File: config.mk
export PLATFORM = sky130hd
export DESIGN_NAME = irq_front
export DESIGN_NICKNAME = d
export VERILOG_FILES = /design/src/rtl/irq_pkg.sv /design/src/rtl/irq_sync.sv /design/src/rtl/irq_ext_unit.sv /design/src/rtl/irq_pc_unit.sv /design/src/rtl/irq_front.sv
export SDC_FILE = /design/constraint.sdc
export NUM_CORES = 1
export LEC_CHECK = 0
export ABC_AREA = 0
export BUFFER_PORTS_ARGS = -buffer_cell sky130_fd_sc_hd__buf_2
export CORE_MARGIN = 10
export CORE_UTILIZATION = 46
export DETAILED_ROUTE_END_ITERATION = 16
export MAX_ROUTING_LAYER = met4
export PLACE_DENSITY = 0.76
export SETUP_SLACK_MARGIN = 0.5
export SLEW_MARGIN = 5
export SYNTH_ARGS = -nofsm -noshare
export SYNTH_HDL_FRONTEND = slang
export SYNTH_HIERARCHICAL = 1
export SYNTH_SLANG_ARGS = --single-unit
File: constraint.sdc
create_clock -name clk -period 1.5 [get_ports clk]
set_input_delay 0.225 -clock clk [delete_from_list [all_inputs] [get_ports clk]]
set_output_delay 0.225 -clock clk [all_outputs]
set_load 0.05 [all_outputs]
File: src/rtl/irq_pkg.sv
package irq_pkg;
  localparam int EXT_N  = 8;
  localparam int PC0_W  = 8;
  localparam int PC1_W  = 5;
  localparam int PC_N   = PC0_W + PC1_W;
  localparam int GRP_N  = 2;
  localparam int ADDR_W = 3;
  localparam int DATA_W = 8;

  localparam logic [ADDR_W-1:0] A_EXT_EN   = 3'd0;
  localparam logic [ADDR_W-1:0] A_EXT_FLAG = 3'd1;
  localparam logic [ADDR_W-1:0] A_MASK0    = 3'd2;
  localparam logic [ADDR_W-1:0] A_MASK1    = 3'd3;
  localparam logic [ADDR_W-1:0] A_GRP_EN   = 3'd4;
  localparam logic [ADDR_W-1:0] A_GRP_FLAG = 3'd5;

  typedef enum logic [1:0] {
    SENSE_LOW0 = 2'b00,
    SENSE_LOW1 = 2'b01,
    SENSE_FALL = 2'b10,
    SENSE_RISE = 2'b11
  } sense_e;
endpackage

File: src/rtl/irq_sync.sv
module irq_sync #(
  parameter int W = 8
) (
  input  logic         clk,
  input  logic         rst_n,
  input  logic [W-1:0] d,
  output logic [W-1:0] s,
  output logic [W-1:0] p
);
  logic [W-1:0] meta_q, sync_q, prev_q;

  always_ff @(posedge clk or negedge rst_n) begin
    if (!rst_n) begin
      meta_q <= '0;
      sync_q <= '0;
      prev_q <= '0;
    end else begin
      meta_q <= d;
      sync_q <= meta_q;
      prev_q <= sync_q;
    end
  end

  assign s = sync_q;
  assign p = prev_q;
endmodule

File: src/rtl/irq_ext_unit.sv
module irq_ext_unit #(
  parameter int N = 8
) (
  input  logic           clk,
  input  logic           rst_n,
  input  logic [N-1:0]   s,
  input  logic [N-1:0]   p,
  input  logic [2*N-1:0] sense,
  input  logic [N-1:0]   en,
  input  logic           gie,
  input  logic [N-1:0]   clr,
  input  logic [N-1:0]   ack,
  output logic [N-1:0]   flag,
  output logic [N-1:0]   irq
);
  logic [N-1:0] flag_q, flag_d, irq_q, irq_d, level, set;

  for (genvar i = 0; i < N; i++) begin : g_line
    logic rise, fall;
    assign rise     = s[i] & ~p[i];
    assign fall     = ~s[i] & p[i];
    assign level[i] = ~sense[2*i+1];
    assign set[i]   = ~level[i] & (sense[2*i] ? rise : fall);

    always_comb begin
      flag_d[i] = flag_q[i];
      if (level[i])               flag_d[i] = 1'b0;
      else if (set[i])            flag_d[i] = 1'b1;
      else if (clr[i] || ack[i])  flag_d[i] = 1'b0;
      if (level[i]) irq_d[i] = en[i] & gie & ~s[i];
      else          irq_d[i] = en[i] & gie & flag_q[i] & ~(clr[i] | ack[i]);
    end

    assert_level_flag_R7: assert property (@(posedge clk) disable iff (!rst_n)
      level[i] |=> !flag_q[i]);
    assert_event_wins_R6: assert property (@(posedge clk) disable iff (!rst_n)
      set[i] |=> flag_q[i]);
    assert_ack_clear_R5: assert property (@(posedge clk) disable iff (!rst_n)
      (ack[i] && !set[i]) |=> !flag_q[i]);
    assert_ack_drop_R5: assert property (@(posedge clk) disable iff (!rst_n)
      (ack[i] && !level[i]) |=> !irq_q[i]);
    assert_gie_gate_R2: assert property (@(posedge clk) disable iff (!rst_n)
      irq_q[i] |-> $past(gie));
  end

  always_ff @(posedge clk or negedge rst_n) begin
    if (!rst_n) begin
      flag_q <= '0;
      irq_q  <= '0;
    end else begin
      flag_q <= flag_d;
      irq_q  <= irq_d;
    end
  end

  assign flag = flag_q;
  assign irq  = irq_q;
endmodule

File: src/rtl/irq_pc_unit.sv
module irq_pc_unit #(
  parameter int G0_W = 8,
  parameter int G1_W = 5,
  localparam int N   = G0_W + G1_W
) (
  input  logic         clk,
  input  logic         rst_n,
  input  logic [N-1:0] s,
  input  logic [N-1:0] p,
  input  logic [N-1:0] mask,
  input  logic [1:0]   gen,
  input  logic         gie,
  input  logic [1:0]   clr,
  input  logic [1:0]   ack,
  output logic [1:0]   flag,
  output logic [1:0]   irq
);
  logic [N-1:0] chg;
  logic [1:0]   hit, set, flag_q, flag_d, irq_q, irq_d;

  assign chg    = (s ^ p) & mask;
  assign hit[0] = |chg[G0_W-1:0];
  assign hit[1] = |chg[N-1:G0_W];
  assign set    = hit & gen;

  for (genvar g = 0; g < 2; g++) begin : g_grp
    always_comb begin
      flag_d[g] = flag_q[g];
      if (set[g])                 flag_d[g] = 1'b1;
      else if (clr[g] || ack[g])  flag_d[g] = 1'b0;
      irq_d[g] = gen[g] & gie & flag_q[g] & ~(clr[g] | ack[g]);
    end

    assert_pc_set_R8: assert property (@(posedge clk) disable iff (!rst_n)
      set[g] |=> flag_q[g]);
    assert_pc_ack_R9: assert property (@(posedge clk) disable iff (!rst_n)
      (ack[g] && !set[g]) |=> !flag_q[g]);
    assert_pc_gate_R9: assert property (@(posedge clk) disable iff (!rst_n)
      irq_q[g] |-> $past(gie && gen[g]));
  end

  always_ff @(posedge clk or negedge rst_n) begin
    if (!rst_n) begin
      flag_q <= '0;
      irq_q  <= '0;
    end else begin
      flag_q <= flag_d;
      irq_q  <= irq_d;
    end
  end

  assign flag = flag_q;
  assign irq  = irq_q;
endmodule

File: src/rtl/irq_front.sv
module irq_front
  import irq_pkg::*;
(
  input  logic              clk,
  input  logic              rst_n,
  input  logic [EXT_N-1:0]  ext_pin,
  input  logic [2*EXT_N-1:0] ext_sense,
  input  logic [PC_N-1:0]   pc_pin,
  input  logic              gie,
  input  logic [ADDR_W-1:0] reg_addr,
  input  logic              reg_wr,
  input  logic [DATA_W-1:0] reg_wdata,
  output logic [DATA_W-1:0] reg_rdata,
  input  logic [EXT_N-1:0]  ext_ack,
  input  logic [GRP_N-1:0]  pc_ack,
  output logic [EXT_N-1:0]  ext_irq,
  output logic [GRP_N-1:0]  pc_irq
);
  logic [EXT_N-1:0] ext_s, ext_p, ext_flag, ext_clr, ext_en_q, ext_en_d;
  logic [PC_N-1:0]  pc_s, pc_p, mask_q, mask_d;
  logic [GRP_N-1:0] gen_q, gen_d, grp_flag, grp_clr;
  logic             wr_en, wr_m0, wr_m1, wr_gen;

  irq_sync #(.W(EXT_N)) u_ext_sync (
    .clk(clk), .rst_n(rst_n), .d(ext_pin), .s(ext_s), .p(ext_p));
  irq_sync #(.W(PC_N)) u_pc_sync (
    .clk(clk), .rst_n(rst_n), .d(pc_pin), .s(pc_s), .p(pc_p));

  assign wr_en   = reg_wr && (reg_addr == A_EXT_EN);
  assign wr_m0   = reg_wr && (reg_addr == A_MASK0);
  assign wr_m1   = reg_wr && (reg_addr == A_MASK1);
  assign wr_gen  = reg_wr && (reg_addr == A_GRP_EN);
  assign ext_clr = (reg_wr && reg_addr == A_EXT_FLAG) ? reg_wdata : '0;
  assign grp_clr = (reg_wr && reg_addr == A_GRP_FLAG) ? reg_wdata[GRP_N-1:0] : '0;

  always_comb begin
    ext_en_d = ext_en_q;
    mask_d   = mask_q;
    gen_d    = gen_q;
    if (wr_en)  ext_en_d = reg_wdata;
    if (wr_m0)  mask_d[PC0_W-1:0] = reg_wdata[PC0_W-1:0];
    if (wr_m1)  mask_d[PC_N-1:PC0_W] = reg_wdata[PC1_W-1:0];
    if (wr_gen) gen_d = reg_wdata[GRP_N-1:0];
  end

  always_ff @(posedge clk or negedge rst_n) begin
    if (!rst_n) begin
      ext_en_q <= '0;
      mask_q   <= '0;
      gen_q    <= '0;
    end else begin
      ext_en_q <= ext_en_d;
      mask_q   <= mask_d;
      gen_q    <= gen_d;
    end
  end

  irq_ext_unit #(.N(EXT_N)) u_ext (
    .clk(clk), .rst_n(rst_n), .s(ext_s), .p(ext_p), .sense(ext_sense),
    .en(ext_en_q), .gie(gie), .clr(ext_clr), .ack(ext_ack),
    .flag(ext_flag), .irq(ext_irq));

  irq_pc_unit #(.G0_W(PC0_W), .G1_W(PC1_W)) u_pc (
    .clk(clk), .rst_n(rst_n), .s(pc_s), .p(pc_p), .mask(mask_q),
    .gen(gen_q), .gie(gie), .clr(grp_clr), .ack(pc_ack),
    .flag(grp_flag), .irq(pc_irq));

  always_comb begin
    reg_rdata = '0;
    case (reg_addr)
      A_EXT_EN:   reg_rdata = ext_en_q;
      A_EXT_FLAG: reg_rdata = ext_flag;
      A_MASK0:    reg_rdata = mask_q[PC0_W-1:0];
      A_MASK1:    reg_rdata[PC1_W-1:0] = mask_q[PC_N-1:PC0_W];
      A_GRP_EN:   reg_rdata[GRP_N-1:0] = gen_q;
      A_GRP_FLAG: reg_rdata[GRP_N-1:0] = grp_flag;
      default:    reg_rdata = '0;
    endcase
  end

  assert_reset_quiet_R1: assert property (@(posedge clk)
    !rst_n |=> (ext_irq == '0 && pc_irq == '0));
  assert_upper_zero_R10: assert property (@(posedge clk) disable iff (!rst_n)
    (reg_addr == A_GRP_EN || reg_addr == A_GRP_FLAG) |-> reg_rdata[7:2] == 6'd0);
endmodule

==> results of run 1 <==
[cell families (layout without fill, tap and decap cells)]
family	after synthesis	after routing	share of synthesized area
XOR/XNOR	13	13	0.02854
buffers and inverters	6	175	0.009095
flip-flops	106	106	0.6650
AND/OR/NAND/NOR	77	77	0.1446
multiplexers	33	33	0.1110
AO/OA/AOI/OAI	20	20	0.04172
[power breakdown]
group	internal [W]	leakage, nW	switching, W
clock network	0.000678	0.0925	0.000996
logic	0.000865	1.52	0.000632
registers	0.00313	1.28	0.000168
total	0.00467	2.89	0.00180
[critical path: cells and delay by family, from the launching register on]
family	cells	cell delay (ns)
multiplexers	1	0.47
buffers and inverters	1	0.15
flip-flops	1	0.40
AO/OA/AOI/OAI	1	0.24
[sequential cells by signal (all words and copies together) (netlist names)]
name	cells
u_pc_sync/meta_q	13
mask_q	13
u_pc/flag	2
u_pc/irq	2
ext_en_q	8
u_ext_sync/meta_q	8
u_ext_sync/p	8
u_ext_sync/s	8
u_ext/flag	8
u_pc_sync/s	13
u_ext/irq	8
u_pc_sync/p	13
gen_q	2
[per-layer routing]
metal	GRT usage	vias to the layer above	routed length, um
met1	0.1871	1387	4233
met3	0.04807	18	414
met2	0.2577	81	5024
met5	-	-	0
li1	-	1256	-
met4	0.04146	0	187
[cell usage in the layout (no fill, tap or decap), types with 9 or more instances in the layout]
cell and n:
dfrtp_1 106, buf_2 56, buf_4 34, buf_6 34
dlygate4sd3_1 22, mux2_4 19, xor2_1 12, clkbuf_8 10
and2_4 9
[path summary, 6_finish.rpt]
path / startpoint / endpoint / slack (ns) / depth (start not counted)
max reg2reg: mask_q[12]$_DFFE_PN0P_ / u_pc/flag[1]$_DFFE_PN0P_ / 0.06 / 5
max: u_ext/flag[1]$_DFFE_PN0P_ / reg_rdata[1] / -0.36 / 3
min in group asynchronous: rst_n / u_ext_sync/s[1]$_DFF_PN0_ / 0.29 / 2
max in group asynchronous: rst_n / u_ext/flag[6]$_DFFE_PN0P_ / 0.62 / 3
min reg2reg: u_pc_sync/meta_q[8]$_DFF_PN0_ / u_pc_sync/s[8]$_DFF_PN0_ / 0.36 / 0
min: reg_wdata[7] / ext_en_q[7]$_DFFE_PN0P_ / 0.12 / 2
[through the flow]
step / util / power (W)
5_1_grt: 0.7039 / 0.006757
4_1_cts: 0.6820 / 0.006388
2_1_floorplan: - / 0.003961
3_3_place_gp: 0.5824 / 0.004393
3_5_place_dp: 0.5824 / 0.004440
6_report: 0.7039 / 0.006466
[final cells by class]
| cell class | instances | area (sq um) |
|---|---|---|
| Multi-Input combinational cell | 143 | 1554 |
| Clock inverter | 5 | 45.04 |
| Inverter | 1 | 7.507 |
| Sequential cell | 106 | 2653 |
| Timing Repair Buffer | 158 | 1339 |
| Fill cell | 578 | 2470 |
| Tap cell | 105 | 131.4 |
| Clock buffer | 11 | 141.4 |
[what timing repair did]
action                                  in CTS  in global routing
endpoints found under the setup margin      59                 59
hold buffers                                22                  0
buffers inserted                            18                 11
gates resized for setup                     85                 26
pin swaps                                   29                 10
hold endpoints to repair                    42                  0
==> summary.md, run 1 <==
| Metric | Value |
|---|---|
| Vias in the first global route | 3063 |
| Synth Warn # | 6 |
| Cells after DPL | 462 |
| Crit path time final | 1.859 ns |
| Critical-path top delay cell | mux4_2 |
| Outcome | finished with violations |
| CP cell instances | mux4_2 > a22o_4 > buf_8 |
| Full die area | 12800 sq um |
| Final instance area | 5871 sq um |
| CTS sink count | 106 |
| Crit path capture type | primary output |
| Via Count | 2742 |
| First-pass GRT wire length | 15620 um |
| CP peak stage delay | 0.47 ns |
| Synthesized Nets | 317 |
| Top_reg_cell synth | dfrtp_1 |
| FMAX | 537.8 MHz |
| Row cnt | 33 |
| IO Port Bufs | 79 |
| Total CTS buffers | 9 |
| CP startpoint kind | register |
| Pre-CTS setup slack | -0.2167 ns |
| Crit path DAT | 1.63 ns |
| CTS tree | built |
| Area Overhead vs Synth | 47.18% |
| Setup Skew | 0.006266 ns |
| CTS Buffer Depth | 2 |
| Total GRT Usage | 0.1583 |
| Fraction of layout cells with a size suffix above 1 | 0.5071 |
| Clock slew at reported path FFs | 0.10 ns |
| WP data required | 1.27 ns |
| Final Hold Viols | 0 |
| Wire per inst | 18.64 um |
| Final std cells w/o fill | 529 |
| Finish-stage setup viols | 8 |
| Slew @ Worst Pin | 0.3979 ns |
| Clock latency at the later pin of the worst-skew pair | 0.37 ns |
| Power Density | 1101 nW/um^2 |
| Placer Congestion | 0.7925 |
| Core area | 8341 sq um |
| Antenna diodes | 0 |
| Leakage | 2.890 nW |
| Yosys top cell area share | 0.6650 |
| Final max-slew violation count | 0 |
| Ports | 80 |
| Largest net degree at the start of global routing | 55 |
| DR vias/cell | 5.183 |
| Sequential fraction of the synthesis area | 0.6650 |
| Total negative slack | -1.746 ns |
| Crit-path max FO | 2 |
| Peak supply drop | 0.0005383 V |
| Residual DRC | 0 |
| Routed Antenna Nets | 0 |
| Gate Count Post-Synth | 255 |
| Gr ovfl total | 0 |
| Hold Path Class | primary input to register |
| Final HPWL DP | 6712 um |
| Root buffer selected by CTS | clkbuf_8 |
| H-tree levels | 3 |
| Initial DRC Count | 97 |
| Placed Area | 4857 sq um |
| Max-capacitance violation count | 0 |
| WS Path Type | register to primary output |
| Post-synth top cells | dfrtp_1 (106), mux2_2 (25), xor2_1 (13) |
| Die height | 113.1 um |
| Final wirelength | 9859 um |
| Router iterations before antenna repair | 4 |
| Failing checks | setup timing |
| Final #Nets | 481 |
| EDFF count, synth | 0 |
| Initial antenna violation count | 0 |
| Synthesized flop and latch total | 106 |
| Hold slack | 0.1230 ns |
| Die width | 113.1 um |
| RSZ-0062 raised after global routing | true |
| Rel. slew slack | 0.7347 |
| Initial core utilization | 0.4782 |
| Final cycle utilization of the critical path | 1.240 |
| Synth async-reset ratio | 1.000 |
| Average size of a mapped cell | 15.64 sq um |
| Post-Synthesis Cell Area | 3989 sq um |
| Top post-synthesis cells by area | dfrtp_1 (66%), mux2_2 (7.1%), mux4_1 (3.3%) |
| Final WS setup | -0.3593 ns |
| Unique cell type count in the Yosys netlist | 33 |
| Synth area leader | dfrtp_1 |
| Count leader, synth | dfrtp_1 |
Note: power is estimated with default switching activity, not from simulation.
==> inputs of run 2 (changes only) <==
CAP_MARGIN = 40   (was not set)
GPL_TIMING_DRIVEN = 0   (was not set)
==> run 2 against run 1 <==
Against the previous run:
- the run ends with hold timing, setup timing left
- routed wire length is 2.4% lower
- critical path depth stayed put
- setup slack worse by 0.0019 ns
- clock power is 4% higher
- largest power group unchanged
- highest routed layer unchanged
==> summary.md, run 2 (same netlist as run 1, synthesis figures left out) <==
| Metric | Value |
|---|---|
| CTS sink count | 106 |
| Most frequent cells in the layout | dfrtp_1 (106), buf_2 (57), buf_4 (32), buf_6 (27), mux2_4 (23) |
| Total CTS buffers | 9 |
| Internal Power | 0.004720 W |
| Clock power frac | 0.268 |
| Crit path DAT | 1.64 ns |
| Crit path time final | 1.861 ns |
| First-pass GRT wire length | 14920 um |
| Peak supply drop | 0.0005822 V |
| Combinational Power Share | 0.222 |
| Core area | 8341 sq um |
| CTS hold repair buffers | 21 |
| Switch Pwr | 0.001731 W |
| CTS tree | built |
| Commonest non-fill, non-tap cell in the layout | dfrtp_1 |
| Final HPWL DP | 6062 um |
| WP data required | 1.27 ns |
| Initial core utilization | 0.4782 |
| Initial antenna violation count | 0 |
| H-tree levels | 3 |
| Slew @ Worst Pin | 0.6715 ns |
| Pwr Total | 0.006451 W |
| Max-capacitance violation count | 0 |
| Area Overhead vs Synth | 45.26% |
| Clock slew at reported path FFs | 0.10 ns |
| Hold Path Class | primary input to asynchronous set/reset pin |
| Finish-stage setup viols | 8 |
| Setup Skew | 0.01279 ns |
| Reg power frac | 0.510 |
| Residual DRC | 0 |
| Antenna diodes | 0 |
| Rel. slew slack | 0.5523 |
| Full die area | 12800 sq um |
| CTS Buffer Depth | 2 |
| Routed Antenna Nets | 0 |
| Finished Core Util | 0.6947 |
| Die width | 113.1 um |
| Final std cells w/o fill | 520 |
| RSZ-0062 raised after global routing | true |
| FMAX | 537.3 MHz |
| Hold slack | -0.1700 ns |
| Final Hold Viols | 42 |
| Crit path capture type | primary output |
| Outcome | finished with violations |
| DR vias/cell | 5.210 |
| Total GRT Usage | 0.1499 |
| Die height | 113.1 um |
| Power Density | 1113 nW/um^2 |
| WS Path Type | register to primary output |
| Initial DRC Count | 105 |
| Leakage | 2.870 nW |
| Placer Congestion | 0.7933 |
| Cells after DPL | 438 |
| Root buffer selected by CTS | clkbuf_8 |
| Final #Nets | 472 |
| Pre-CTS setup slack | -0.2663 ns |
| Ports | 80 |
| Router iterations before antenna repair | 4 |
| Vias in the first global route | 2907 |
| Fraction of layout cells with a size suffix above 1 | 0.4988 |
| Final wirelength | 9619 um |
| Row cnt | 33 |
| CP startpoint kind | register |
| Failing checks | hold timing, setup timing |
| Wire per inst | 18.50 um |
| Crit-path max FO | 2 |
| Final cycle utilization of the critical path | 1.241 |
| Final WS setup | -0.3612 ns |
| Gr ovfl total | 0 |
| Clock latency at the later pin of the worst-skew pair | 0.36 ns |
| Sw frac | 0.2684 |
| Largest net degree at the start of global routing | 65 |
| IO Port Bufs | 77 |
| Via Count | 2709 |
| Final max-slew violation count | 0 |
[run 2: power by group through the flow]
stage | Combinational, W | Sequential, W | Clock [W]
after floorplan | 0.000609 | 0.00335 | 0
after global placement | 0.000912 | 0.00335 | 0
after detailed placement | 0.000943 | 0.00336 | 0
after global routing | 0.00152 | 0.00332 | 0.00190
after CTS | 0.00131 | 0.00328 | 0.00175
final | 0.00143 | 0.00329 | 0.00173
[run 2: area by class of cell]
type | count | area [sq um]
sequential | 106 | 2653
inverter | 1 | 7.507
timing repair buffer | 144 | 1162
tap | 105 | 131.4
buffer | 5 | 78.83
multi-input combinational | 143 | 1570
clock buffer | 9 | 123.9
fill | 571 | 2546
clock inverter | 7 | 67.56
[run 2: timing repair]
action,4_1_cts,5_1_grt
endpoints found under the hold margin,63,42
endpoints found under the setup margin,60,51
pin swaps,15,11
resized for setup,73,33
setup buffers,30,15
[run 2: path summary, 6_finish.rpt]
| path | startpoint | to | slack, ns | depth (start not counted) |
|---|---|---|---|---|
| hold reg to reg | u_pc_sync/meta_q[3]$_DFF_PN0_ | u_pc_sync/s[3]$_DFF_PN0_ | 0.35 | 0 |
| hold / removal | rst_n | u_pc_sync/meta_q[10]$_DFF_PN0_ | -0.17 | 1 |
| min in group clk | reg_wdata[5] | ext_en_q[5]$_DFFE_PN0P_ | 0.13 | 2 |
| max in group asynchronous | rst_n | u_pc_sync/s[5]$_DFF_PN0_ | 0.97 | 2 |
| setup / recovery | mask_q[9]$_DFFE_PN0P_ | reg_rdata[1] | -0.36 | 3 |
| setup reg to reg | mask_q[8]$_DFFE_PN0P_ | u_pc/flag[1]$_DFFE_PN0P_ | 0.07 | 5 |
[run 2: critical path, stage by stage (launching register included)]
cell	delay, ns
dfrtp_1	0.40
mux4_2	0.48
a22o_4	0.24
buf_8	0.15
[run 2: metrics by stage]
stage	area [sq um]	setup TNS [ns]
floorplan	4136	0
global placement	4653	-95.84
detailed placement	4683	-5.069
CTS	5548	-1.611
global route	5794	-2.028
finish	5794	-1.569
[run 2: layer usage]
layer	GRT usage	up-vias	part of all wire
met5	-	-	0
met4	0.05415	0	0.018
met3	0.03487	16	0.050
met2	0.2392	79	0.51
met1	0.1822	1375	0.42
li1	-	1239	-
==> inputs of run 3 (changes only) <==
SYNTH_HIERARCHICAL = not set   (was 1)
==> run 3 against run 2 <==
Against the previous run:
- the flow still finishes with violations (hold timing, setup timing)
- highest routed layer unchanged
- core utilization is 4.0 points lower
- synthesized area decreased by 1.4%
- non-clock buffer count fell by 23
- largest power group unchanged
- setup slack gained 0.11 ns
- critical endpoint is now reg_rdata[0]
==> summary.md, run 3 <==
| Metric | Value |
|---|---|
| Outcome | finished with violations |
| Failing checks | hold timing, setup timing |
| CP startpoint kind | register |
| Row cnt | 33 |
| R2R Setup Slk | 0.17 ns |
| Synthesized flop and latch total | 106 |
| WP data required | 1.27 ns |
| Unique cell type count in the Yosys netlist | 32 |
| Initial DRC Count | 141 |
| EDFF count, synth | 0 |
| WS Path Type | register to primary output |
| Total GRT Usage | 0.1434 |
| Largest net degree at the start of global routing | 55 |
| Router iterations before antenna repair | 4 |
| Final wirelength | 8694 um |
| Switch Pwr | 0.001678 W |
| Met2 usage | 0.2302 |
| Commonest non-fill, non-tap cell in the layout | dfrtp_1 |
| Crit path DAT | 1.53 ns |
| Crit-path max FO | 4 |
| Final cycle utilization of the critical path | 1.170 |
| Met3 global-route usage | 0.02875 |
| Gate Count Post-Synth | 283 |
| Post-Synthesis Cell Area | 3933 sq um |
| Initial antenna violation count | 0 |
| Cells after DPL | 464 |
| Finished Core Util | 0.6550 |
| Layout fillers | 618 |
| Combinational Power Share | 0.205 |
| Peak supply drop | 0.0005469 V |
| Residual DRC | 0 |
| Clock slew at reported path FFs | 0.09 ns |
| Final WS setup | -0.2546 ns |
| Die height | 112.5 um |
| Internal Power | 0.004500 W |
| Sw frac | 0.2716 |
| Top_reg_cell synth | dfrtp_1 |
| Final std cells w/o fill | 521 |
| FMAX | 569.9 MHz |
| Average size of a mapped cell | 13.90 sq um |
| Finish-stage setup viols | 8 |
| Max-capacitance violation count | 0 |
| Synth async-reset ratio | 1.000 |
| First-pass GRT wire length | 14170 um |
| Most frequent cells in the layout | dfrtp_1 (106), buf_2 (56), nand2_1 (27), nor2_1 (24), dlygate4sd3_1 (21) |
| Clock power frac | 0.261 |
| Power Density | 1142 nW/um^2 |
| Top post-synthesis cells by area | dfrtp_1 (67%), mux2_2 (7.2%), xor2_1 (2.9%) |
| Hold slack | -0.09908 ns |
| Clock latency at the later pin of the worst-skew pair | 0.36 ns |
| Post-synth top cells | dfrtp_1 (106), nand2_1 (28), nor2_1 (27) |
| CTS Buffer Depth | 2 |
| Placer Congestion | 0.7895 |
| RSZ-0062 raised after global routing | true |
| Final Hold Viols | 52 |
| Full die area | 12650 sq um |
| Reg power frac | 0.534 |
| Rel. slew slack | 0.5411 |
| Setup Skew | 0.006443 ns |
| Final HPWL DP | 5904 um |
| Area Overhead vs Synth | 37.54% |
| Count leader, synth | dfrtp_1 |
| DR vias/cell | 4.992 |
| CTS sink count | 106 |
| Pre-CTS setup slack | -0.1093 ns |
| Pwr Total | 0.006178 W |
| Yosys top cell area share | 0.6745 |
| Wire per inst | 16.69 um |
| Hold Path Class | primary input to asynchronous set/reset pin |
| Final max-slew violation count | 0 |
| CTS tree | built |
| Root buffer selected by CTS | clkbuf_8 |
| Ports | 80 |
| Vias in the first global route | 2816 |
| Sequential fraction of the synthesis area | 0.6745 |
| Die width | 112.5 um |
| Synth Warn # | 0 |
| Met1 Usage GRT | 0.1762 |
| Gr ovfl total | 0 |
| Leakage | 2.595 nW |
| Fraction of layout cells with a size suffix above 1 | 0.4231 |
| Via Count | 2601 |
| Initial core utilization | 0.4762 |
| Crit path capture type | primary output |
| Routed Antenna Nets | 0 |
| H-tree levels | 3 |
| CTS hold repair buffers | 21 |
| Slew @ Worst Pin | 0.6883 ns |
| Crit path time final | 1.755 ns |
| Synthesized Nets | 345 |
| IO Port Bufs | 75 |
| Final #Nets | 473 |
| Most Used Layer, Global Route | met2 |
| Antenna diodes | 0 |
| Synth area leader | dfrtp_1 |
| Core area | 8258 sq um |
| Total CTS buffers | 9 |
[run 3: changes by cell type in the layout (fill, tap and decap cells not counted), moves of 9 or more]
| cell | before | now |
|---|---|---|
| buf_6 | 27 | 18 |
| buf_4 | 32 | 19 |
| mux2_4 | 23 | 5 |
| mux2_2 | 2 | 20 |
| nand2_1 | 5 | 27 |
| nor2_1 | 8 | 24 |
| and2_4 | 11 | 0 |
[run 3: logic make-up after synthesis]
group | count (synthesis) | share of synthesized area
DFF | 106 | 0.6745
and+or+nand+nor | 70 | 0.08750
AOI/OAI and AO/OA | 51 | 0.09132
muxes | 33 | 0.1015
xor gates and xnor gates | 13 | 0.02895
buffers and inverters | 10 | 0.01622
[run 3: power groups by stage]
stage               Clock [W]  Combinational (W)  Sequential, W
floorplan                   0           0.000628        0.00336
global placement            0           0.000931        0.00335
detailed placement          0           0.000966        0.00337
CTS                   0.00166            0.00121        0.00329
global route          0.00178            0.00137        0.00333
finish                0.00161            0.00127        0.00330
[run 3: path summary, 6_finish.rpt]
kind | startpoint | endpoint | depth (start not counted)
max in group asynchronous | rst_n | u_pc_sync.p[0]$_DFF_PN0_ | 2
min reg2reg | u_pc_sync.meta_q[4]$_DFF_PN0_ | u_pc_sync.s[4]$_DFF_PN0_ | 0
min in group clk | ext_sense[11] | u_ext.flag[5]$_DFFE_PN0P_ | 2
max | gen_q[0]$_DFFE_PN0P_ | reg_rdata[0] | 4
min | rst_n | u_pc_sync.meta_q[9]$_DFF_PN0_ | 1
max reg2reg | mask_q[12]$_DFFE_PN0P_ | u_pc.flag[1]$_DFFE_PN0P_ | 5
[run 3: repair_timing]
item / in CTS / in global routing
buffers inserted: 15 / 5
pin swaps: 7 / 9
hold endpoints to repair: 73 / 52
setup endpoints to repair: 36 / 28
resized for setup: 41 / 6
[run 3: area by class of cell]
cell class / instances / area, sq um / share of cell area
multi-input combinational: 167 / 1398 / 0.2584
tap: 105 / 131.4 / 0.02429
buffer: 9 / 130.1 / 0.02406
inverter: 1 / 3.754 / 0.0006940
clock inverter: 3 / 23.77 / 0.004395
sequential: 106 / 2653 / 0.4904
timing repair buffer: 117 / 910.9 / 0.1684
clock buffer: 13 / 158.9 / 0.02938
[run 3: critical path, cell delays in order, from the launching register on]
cell and delay, ns:
dfrtp_1 0.41, mux2_2 0.28, a21oi_2 0.18, o22ai_4 0.10
buf_4 0.20
[run 3: routing by layer]
| layer | share of wire | up-vias |
|---|---|---|
| li1 | - | 1244 |
| met1 | 0.45 | 1284 |
| met2 | 0.50 | 63 |
| met3 | 0.037 | 10 |
| met4 | 0.013 | 0 |
| met5 | 0 | - |
[run 3: through the flow]
stage	instance area (sq um)	setup TNS [ns]
finish	5409	-1.527
floorplan	4136	0
detailed placement	4673	-1.201
global placement	4643	-94.51
CTS	5348	-1.535
global route	5409	-1.944
